File: config.mk
export PLATFORM = sky130hd
export DESIGN_NAME = bank_cs_ctrl
export DESIGN_NICKNAME = d
export VERILOG_FILES = /design/src/rtl/bcs_pkg.sv /design/src/rtl/bcs_bank_match.sv /design/src/rtl/bcs_pick.sv /design/src/rtl/bcs_seq.sv /design/src/rtl/bank_cs_ctrl.sv
export SDC_FILE = /design/constraint.sdc
export NUM_CORES = 1
export LEC_CHECK = 0
export BUFFER_PORTS_ARGS = -buffer_cell sky130_fd_sc_hd__buf_2
export CELL_PAD_IN_SITES_DETAIL_PLACEMENT = 1
export CELL_PAD_IN_SITES_GLOBAL_PLACEMENT = 1
export CORE_MARGIN = 2
export CORE_UTILIZATION = 31
export CTS_CLUSTER_DIAMETER = 80
export DETAILED_ROUTE_END_ITERATION = 8
export PLACE_DENSITY = 0.75
export SYNTH_ARGS = -nofsm -noshare
export SYNTH_HDL_FRONTEND = slang
export SYNTH_HIERARCHICAL = 1
export SYNTH_SLANG_ARGS = --single-unit
File: constraint.sdc
create_clock -name pclk -period 4.5 [get_ports pclk]
set_clock_uncertainty 0.1 [all_clocks]
set_input_delay 0.225 -clock pclk [delete_from_list [all_inputs] [get_ports pclk]]
set_output_delay 0.225 -clock pclk [all_outputs]
set_load 0.1 [all_outputs]
File: src/rtl/bcs_pkg.sv
package bcs_pkg;
  localparam int LEN_W  = 4;
  localparam int FC_W   = 4;
  localparam int BASE_W = 21;
  localparam int BR_W   = BASE_W + FC_W + 4;
  localparam int OR_W   = FC_W + LEN_W + 2;
  localparam int MAX_PH = 2 * (2 + (2 ** LEN_W - 1) + 1 + 3);
  localparam int PH_W   = $clog2(MAX_PH + 1);

  typedef enum logic [1:0] {ST_SEL, ST_MUX, ST_COL} strobe_t;

  typedef struct packed {
    logic             dram;
    logic             relax;
    logic             csneg;
    logic             sync;
    logic             burst;
    logic [LEN_W-1:0] len;
  } mode_t;

  // Number of phases in one cycle.
  function automatic logic [PH_W-1:0] cycle_phases(input logic [LEN_W-1:0] len,
                                                   input logic rlx, input logic bst);
    return PH_W'(4 + 2 * int'(len) + (rlx ? 2 : 0) + (bst ? 6 : 0));
  endfunction

  // First phase in which a strobe kind is active.
  function automatic logic [PH_W-1:0] first_phase(input strobe_t which, input logic rlx);
    case (which)
      ST_MUX:  return PH_W'(2 + 2 * int'(rlx));
      ST_COL:  return PH_W'(3 + 2 * int'(rlx));
      default: return PH_W'(1 + int'(rlx));
    endcase
  endfunction

  // Beat number 0..3 inside a burst cycle of tot phases.
  function automatic logic [1:0] burst_beat(input logic [PH_W-1:0] ph, input logic [PH_W-1:0] tot);
    logic [PH_W-1:0] d;
    d = ph - (tot - PH_W'(6));
    if (ph >= tot - PH_W'(6)) return 2'(d >> 1) + 2'd1;
    return 2'd0;
  endfunction
endpackage

File: src/rtl/bcs_bank_match.sv
module bcs_bank_match
  import bcs_pkg::*;
(
  input  logic [BR_W-1:0]   br,
  input  logic [OR_W-1:0]   opt,
  input  logic [BASE_W-1:0] addr_hi,
  input  logic [FC_W-1:0]   fc,
  input  logic              full_cmp,
  output logic              hit,
  output logic              cfg_err,
  output mode_t             mode
);
  logic [BASE_W-1:0] base;
  logic [FC_W-1:0]   bfc, fcm;
  logic              lo_eq, hi_eq, fc_eq;

  assign base = br[BR_W-1 -: BASE_W];
  assign bfc  = br[7:4];
  assign fcm  = opt[3:0];

  assign mode.burst = br[3];
  assign mode.relax = br[2];
  assign mode.dram  = br[1];
  assign mode.sync  = opt[9];
  assign mode.csneg = opt[8];
  assign mode.len   = opt[7:4];

  assign lo_eq = addr_hi[BASE_W-5:0] == base[BASE_W-5:0];
  assign hi_eq = addr_hi[BASE_W-1 -: 4] == base[BASE_W-1 -: 4];
  assign fc_eq = ((fc ^ bfc) & fcm) == '0;
  assign hit   = br[0] && lo_eq && (hi_eq || !full_cmp) && fc_eq;

  assign cfg_err = mode.relax && mode.csneg && (mode.len == '0);
endmodule

File: src/rtl/bcs_pick.sv
module bcs_pick #(
  parameter int N = 4,
  localparam int IDX_W = (N > 1) ? $clog2(N) : 1
) (
  input  logic [N-1:0]     req,
  output logic             any,
  output logic [IDX_W-1:0] idx
);
  always_comb begin
    idx = '0;
    for (int i = N - 1; i >= 0; i--)
      if (req[i]) idx = IDX_W'(i);
  end
  assign any = |req;
endmodule

File: src/rtl/bcs_seq.sv
module bcs_seq
  import bcs_pkg::*;
#(
  parameter int NB = 4,
  parameter int IDX_W = 2
) (
  input  logic             pclk,
  input  logic             rst_n,
  input  logic             start,
  input  logic             any_hit,
  input  logic [IDX_W-1:0] hit_idx,
  input  mode_t            hit_mode,
  input  logic             ext_master,
  input  logic             burst_req,
  input  logic [1:0]       addr_lw,
  output logic             bclk,
  output logic [NB-1:0]    cs_n,
  output logic [NB-1:0]    ras_n,
  output logic [NB-1:0]    cas_n,
  output logic             amux_n,
  output logic             burst_ack_n,
  output logic [1:0]       badr,
  output logic             nomatch
);
  logic             busy, dram, rlx, neg, bst;
  logic [PH_W-1:0]  ph;
  logic [IDX_W-1:0] bank;
  logic [LEN_W-1:0] len;
  logic [1:0]       off;

  // named events
  logic            accept_ev, take_ev, miss_ev, end_ev, quiet_ev;
  logic [PH_W-1:0] tot;
  assign accept_ev = start && !busy && !bclk;
  assign take_ev   = accept_ev && any_hit;
  assign miss_ev   = accept_ev && !any_hit;
  assign tot       = cycle_phases(len, rlx, bst);
  assign end_ev    = busy && (ph == tot - PH_W'(1));
  assign quiet_ev  = ext_master && !hit_mode.sync && !hit_mode.dram;

  logic             n_busy, n_dram, n_rlx, n_neg, n_bst;
  logic [PH_W-1:0]  n_ph, n_tot;
  logic [IDX_W-1:0] n_bank;
  logic [LEN_W-1:0] n_len;
  logic [1:0]       n_off;
  logic             act_sel, act_row, act_mux, act_col;
  logic [NB-1:0]    bank_1h;

  always_comb begin
    n_busy = busy; n_ph = ph; n_bank = bank; n_dram = dram;
    n_rlx = rlx; n_neg = neg; n_bst = bst; n_len = len; n_off = off;
    if (take_ev) begin
      n_busy = 1'b1;
      n_ph   = '0;
      n_bank = hit_idx;
      n_dram = hit_mode.dram;
      n_rlx  = hit_mode.relax && !quiet_ev;
      n_neg  = hit_mode.csneg && !quiet_ev && !hit_mode.dram;
      n_bst  = hit_mode.burst && burst_req;
      n_len  = hit_mode.len;
      n_off  = addr_lw;
    end else if (end_ev) begin
      n_busy = 1'b0;
    end else if (busy) begin
      n_ph = ph + PH_W'(1);
    end
    n_tot   = cycle_phases(n_len, n_rlx, n_bst);
    act_row = n_busy && n_ph >= first_phase(ST_SEL, n_rlx) && n_ph < n_tot;
    act_sel = act_row && !n_dram && n_ph < n_tot - (n_neg ? PH_W'(1) : PH_W'(0));
    act_mux = n_busy && n_dram && n_ph >= first_phase(ST_MUX, n_rlx) && n_ph < n_tot;
    act_col = n_busy && n_dram && n_ph >= first_phase(ST_COL, n_rlx) && n_ph < n_tot;
    bank_1h = NB'(1) << n_bank;
  end

  always_ff @(posedge pclk or negedge rst_n) begin
    if (!rst_n) begin
      bclk <= 1'b0; busy <= 1'b0; ph <= '0; bank <= '0;
      dram <= 1'b0; rlx <= 1'b0; neg <= 1'b0; bst <= 1'b0;
      len <= '0; off <= '0;
      cs_n <= '1; ras_n <= '1; cas_n <= '1; amux_n <= 1'b1;
      burst_ack_n <= 1'b1; badr <= '0; nomatch <= 1'b0;
    end else begin
      bclk <= ~bclk;
      busy <= n_busy; ph <= n_ph; bank <= n_bank; dram <= n_dram;
      rlx <= n_rlx; neg <= n_neg; bst <= n_bst; len <= n_len; off <= n_off;
      cs_n   <= ~(act_sel ? bank_1h : '0);
      ras_n  <= ~((act_row && n_dram) ? bank_1h : '0);
      cas_n  <= ~(act_col ? bank_1h : '0);
      amux_n <= ~act_mux;
      burst_ack_n <= ~(n_busy && n_bst);
      badr <= n_off + ((n_busy && n_bst) ? burst_beat(n_ph, n_tot) : 2'd0);
      if (miss_ev) nomatch <= 1'b1;
      else if (take_ev) nomatch <= 1'b0;
    end
  end

  a_r3_single_cs: assert property (@(posedge pclk) disable iff (!rst_n)
    $onehot0(~cs_n));
  a_r7_col_inside_row: assert property (@(posedge pclk) disable iff (!rst_n)
    !(|(~cas_n & ras_n)));
  a_r8_badr_step: assert property (@(posedge pclk) disable iff (!rst_n)
    (!burst_ack_n && !$past(burst_ack_n) && !$stable(badr)) |-> badr == $past(badr) + 2'd1);
  a_r4_miss_quiet: assert property (@(posedge pclk) disable iff (!rst_n)
    nomatch |-> (&cs_n && &ras_n && &cas_n && amux_n && burst_ack_n));
  a_r12_busy_start_no_flag: assert property (@(posedge pclk) disable iff (!rst_n)
    (busy && !end_ev && !nomatch) |=> !nomatch);
endmodule

File: src/rtl/bank_cs_ctrl.sv
module bank_cs_ctrl
  import bcs_pkg::*;
#(
  parameter int NB = 4,
  localparam int IDX_W = (NB > 1) ? $clog2(NB) : 1
) (
  input  logic                 pclk,
  input  logic                 rst_n,
  input  logic                 start,
  input  logic [BASE_W-1:0]    addr_hi,
  input  logic [1:0]           addr_lw,
  input  logic [FC_W-1:0]      fc,
  input  logic                 ext_master,
  input  logic                 ext_we,
  input  logic                 burst_req,
  input  logic [NB*BR_W-1:0]   cfg_br,
  input  logic [NB*OR_W-1:0]   cfg_or,
  output logic                 bclk,
  output logic [NB-1:0]        cs_n,
  output logic [NB-1:0]        ras_n,
  output logic [NB-1:0]        cas_n,
  output logic                 amux_n,
  output logic                 burst_ack_n,
  output logic [1:0]           badr,
  output logic                 nomatch,
  output logic [NB-1:0]        cfg_err
);
  logic [NB-1:0]    hits;
  mode_t            modes [NB];
  logic             any_hit, full_cmp;
  logic [IDX_W-1:0] hit_idx;
  mode_t            sel_mode;

  assign full_cmp = ext_master && !ext_we;

  for (genvar i = 0; i < NB; i++) begin : g_bank
    bcs_bank_match u_match (
      .br      (cfg_br[i*BR_W +: BR_W]),
      .opt     (cfg_or[i*OR_W +: OR_W]),
      .addr_hi (addr_hi),
      .fc      (fc),
      .full_cmp(full_cmp),
      .hit     (hits[i]),
      .cfg_err (cfg_err[i]),
      .mode    (modes[i])
    );
  end

  bcs_pick #(.N(NB)) u_pick (.req(hits), .any(any_hit), .idx(hit_idx));

  assign sel_mode = modes[hit_idx];

  bcs_seq #(.NB(NB), .IDX_W(IDX_W)) u_seq (
    .pclk       (pclk),
    .rst_n      (rst_n),
    .start      (start),
    .any_hit    (any_hit),
    .hit_idx    (hit_idx),
    .hit_mode   (sel_mode),
    .ext_master (ext_master),
    .burst_req  (burst_req),
    .addr_lw    (addr_lw),
    .bclk       (bclk),
    .cs_n       (cs_n),
    .ras_n      (ras_n),
    .cas_n      (cas_n),
    .amux_n     (amux_n),
    .burst_ack_n(burst_ack_n),
    .badr       (badr),
    .nomatch    (nomatch)
  );
endmodule

After elaboration in Yosys (flattened, before gate mapping)
Index checks and enable logic that the tools add are counted.

word-level totals
  bits in registers = 37
  latch bits = 0
  RAM bits = 0
  memory bits (read-only) = 0
  input bits = 189
  logic and storage cells = 164
  memories = 0

operators by class
  add/sub/neg operators = 16
  multiply operators = 0
  divide/modulo/power cells = 0
  order comparisons = 7
  equal/unequal tests = 9
  shift operators = 1
  multiplexer cells = 33
  bitwise gates (word level) = 15
  reductions and logical operators = 66

operator list
  cell                                                           count
  17-bit == test                                                 4
  1-bit logical AND                                              43
  4-bit logical NOT                                              8
  6-bit adder                                                    4
  2-bit 2-to-1 mux                                               11
  9-bit binary-select mux with 2-bit select                      1
  6-bit 2-to-1 mux                                               3
  9-bit 2-to-1 mux                                               2
  4-bit AND                                                      4
  4-bit == test                                                  4
  4-bit 2-to-1 mux                                               4
  4-bit bitwise XOR                                              4
  3-bit by 5-bit adder with 6-bit output, first input constant   2
  6-bit by 3-bit greater-or-equal comparator with 1-bit output   2
  6-bit < comparator                                             2
  4-bit NOT                                                      3
  1-bit 2-to-1 mux                                               10
  1-bit logical NOT                                              9
  2-bit by 2-bit adder with 3-bit output, first input constant   2
  6-bit by 1-bit adder with 6-bit output, second input constant  1
  6-bit == test                                                  1
  6-bit by 2-bit greater-or-equal comparator with 1-bit output   1
  6-bit greater-or-equal comparator                              1
  3-bit 2-to-1 mux                                               2
  other kinds (14)                                               19

Logic depth before layout (Yosys ltp)
  depth in word-level cells = 30
  depth in mapped cells = 27

Hierarchy
The synthesis kept the hierarchy.

modules (own cells, without submodules)
  module          times used  cells each  area each (um2)  seq. area each (um2)
  bcs_seq         1           283         2677.6           943.4
  bcs_bank_match  4           46          372.9            0.0
  bank_cs_ctrl    1           12          225.2            0.0
  bcs_pick        1           7           35.0             0.0

Worst setup path after synthesis
OpenSTA, ideal clock, no wires.

  kind = input-to-reg
  from = input cfg_br[56]
  to = register u_seq.cs_n[1]
  library setup time = 0.101 ns
  data arrival time = 5.462 ns
  path slack = -1.163 ns
  cell stages on the path = 24
  buffers on the path = 1
  path through = xor2_1 o41ai_1 nand4_1 nor4_2 inv_1 a21oi_2 buf_6 mux4_2 o311a_1 a21oi_1 xnor2_1 ha_1 o21bai_1 ha_1 inv_1 ha_1 a21boi_0 xor2_1 ha_1 a21o_1 a21o_1 a211oi_1 nor4bb_1 o211ai_1

RTL lines
  item                    line                RTL
  start: declaration      bank_cs_ctrl.sv:16  input logic [NB*BR_W-1:0] cfg_br,
  end signal: assignment  bcs_seq.sv:86       cs_n <= ~(act_sel ? bank_1h : '0);
  end: declaration        bcs_seq.sv:17       output logic [NB-1:0] cs_n,

==> metrics.md <==
| Metric | Value |
|---|---|
| Critical Path Sink | u_seq/cs_n[0] |
| Buf/Inv on CP | 6 |
| Total CTS buffers | 5 |
| Worst Hold Class | primary input to flip-flop |
| Max_slew headroom | 0.3889 |
| Failing checks | setup timing |
| Post-Route Utilization | 0.4638 |
| Endpoints failing setup | 15 |
| 1st-iter DRT viols | approximately 180 |
| Buffers on Ports | 210 |
| DR vias/cell | approximately 5.0 |
| Most frequent cells in the layout | 206 x buf_2, 77 x buf_4, 56 x xnor2_1, 56 x xor2_1, 33 x nand2_1 |
| Num ports | 211 |
| Final ANT Viol Nets | 0 |
| CP Data Arrival Time | 5.83 ns |
| Tmin final | 5.738 ns |
| Levels on crit path | 27 |
| Post-synth EDFFs | 0 |
| Fraction of final layout cells sized beyond drive strength 1 | 0.4993 |
| Unique cell type count in the Yosys netlist | 65 |
| Syn Area/Cell | roughly 9 um^2 |
| Initial Util | 0.3179 |
| Commonest non-fill, non-tap cell in the layout | buf_2 |
| DP Area | around 0.0060 mm^2 |
| Max-Cap Viols | 0 |
| Clk_lat worst skew | about 0.28 ns |
| Root Buffer Master | clkbuf_16 |
| IR drop worst, VDD | around 0.14 mV |
| R2r setup slk | -0.11 ns |
| Synthesized flop and latch total | 37 |
| Delay-heaviest family, CP | compound AO/OA/AOI/OAI gates |
| Synth area leader | dfrtp_1 |
| Final nets | roughly 960 |
| RSZ-0062 raised after global routing | yes |
| Post-DR wirelength/cell | between 15 and 20 um |
| Die Ht | 123.5 um |
| Overflow after GRT | 0 |
| CP max-delay cell | fa_2 |
| H-tree levels | 2 |
| Final Non-Filler Cells | slightly above 900 |
| Sequential area share after synthesis | 0.2130 |
| WHS | 0.1099 ns |
| Post-detail-place hpwl | ~15000 um |
| Ys async rst share | 1.000 |
| Ys Warns | 6 |
| CP Capture Type | flip-flop |
| CTS tree | yes |
| Setup TNS | -16.24 ns |
| First-pass GRT wire length | 27660 um |
| Pre-CTS setup slack | -1.500 ns |
| Die area | roughly 0.015 mm^2 |
| Fill cells | 1632 |
| Mapped Cells | about 490 |
| Overall Power | ~1000 uW |
| Post-route DRC | 0 |
| Startpoint Class | primary input |
| Worst-path fanout max | 5 |
| Vias in the first global route | ~5300 |
| Post-synth top area share | 0.1299 |
| Fin. Hold Viols | 0 |
| Clock transition at path regs | around 0.060 ns |
| Crit path from | cfg_br[33] |
| Fmax | approximately 170 MHz |
| Status | complete, but fails checks |
| Main synth FF type | dfrtp_1 |
| Tcrit/Tclk final | 1.275 |
| Core area | about 0.014 mm^2 |
| Site Rows | 43 |
| Pin count of the biggest net entering global routing | 38 |
| Syn nets | 710 |
| Worst slew pin tran | 0.9152 ns |
| Drt first pass iters | 4 |
| Lkg Pwr | between 3 and 4 nW |
| Crit-path most repeated cell | buf_6 |
| Die width | between 100 and 150 um |
| Final worst setup slack | -1.238 ns |
| P per Cell Area | 154.6 mW/mm^2 |
| Slowest Stage Delay on Critical Path | between 0.6 and 0.7 ns |
| Inst Count DP | between 900 and 1000 |
| Worst setup path category | primary input to flip-flop |
| Syn-to-layout area delta | 45.90% |
| Vias | around 4600 |
| Sink Count | 37 |
| R2R cell count | 19 |
| Cell area after synthesis | 0.004429 mm^2 |
| Initial antenna violation count | 3 |
| Synth area leaders | dfrtp_1 13%, xnor2_1 12%, xor2_1 11%, ha_1 9.6%, dfstp_2 8.3% |
| CTS Buffer Depth | 2 |
| Reg-to-Reg Start | u_seq/bst |
| RD Place Congestion | 0.8930 |
| Crit path required time | 4.59 ns |
| Design Area, Final | 0.006462 mm^2 |
| Critical R2R Capture | u_seq/badr[1] |
| Routed wire length | 17650 um |
| Final max-slew violation count | 0 |
| Total GRT Usage | 0.2360 |
registers in the layout (all words and copies together), names as in the netlist, 2 cells and up:
signal	count
u_seq/bank	2
u_seq/cas_n	4
u_seq/badr	2
u_seq/ras_n	4
u_seq/ph	6
u_seq/off	2
u_seq/cs_n	4
u_seq/len	4
synthesized netlist by cell type, types with 2 or more instances:
library cell	instances
buf_2	3
buf_4	36
nor4_1	8
a222oi_1	4
or2_2	2
dfrtp_1	23
inv_1	33
o21ai_0	11
nor3_1	4
o2111ai_1	3
nor4_2	4
mux4_2	9
nand3_1	9
mux2i_1	5
a211oi_1	6
o41ai_1	4
nor2_1	19
ha_1	34
a2111oi_0	2
clkbuf_1	6
o2111a_1	2
o311ai_1	2
o211ai_1	4
nor2b_1	3
nand2b_1	5
dfstp_2	14
xnor2_1	60
xor2_1	58
a21boi_0	3
o31ai_1	5
o21ai_1	5
a21o_1	4
nand4_1	17
and3_1	6
a31oi_1	2
a21oi_1	10
nand2_1	33
worst min path at each step:
stage,start,slack [ns],depth (start not counted),to
2_1_floorplan,rst_n,-0.17,0,u_seq/badr[0]
3_3_place_gp,rst_n,0.27,1,u_seq/ph[0]
3_5_place_dp,rst_n,0.28,1,u_seq/ph[0]
4_1_cts,addr_lw[0],0.09,3,u_seq/off[0]
5_1_grt,addr_lw[0],0.12,3,u_seq/off[0]
6_report,addr_lw[0],0.11,3,u_seq/off[0]
worst min-delay path, cell delays in order:
cell and delay (ns):
buf_2 0.08, nand2_1 0.04, nand2_1 0.10
where the power goes:
group,internal [mW],switching (mW)
Sequential,0.334,0.00108
Combinational,0.138,0.122
Clock,0.263,0.141
cell type report:
class,instances,area (um^2),area share
flip-flops and latches,37,943.4,0.1460
clock buffers,6,128.9,0.01994
repair buffers,292,1709,0.2645
inverters,33,123.9,0.01917
clock inverters,2,38.79,0.006002
diodes,3,7.507,0.001162
well taps,180,225.2,0.03485
multi-input cells,369,3286,0.5084
metal layers:
layer  vias to the layer above  wire, um  track usage
met2                       135      9439       0.4378
met1                      2272      7089       0.2784
met4                         0       329      0.06676
li1                       2197         -            -
met3                        22       788      0.03736
met5                         -         0            0
cells by family (layout without fill, tap and decap cells):
logic type,count (synthesis),in the layout,share of synthesized area
DFF,37,37,0.2130
adders and majority gates,35,35,0.1006
muxes,16,16,0.06215
xor gates and xnor gates,119,119,0.2387
AOI/OAI and AO/OA,79,79,0.1356
other,0,3,0
and+or+nand+nor,120,120,0.1489
buffers and inverters,80,333,0.1011
repair_timing:
item,4_1_cts,5_1_grt
gates resized for setup,23,24
hold buffers,1,0
gates cloned,0,0
pin swaps,12,19
endpoints found under the setup margin,15,15
setup buffers,6,2
hold endpoints to repair,23,0
Note: power is estimated with default switching activity, not from simulation.
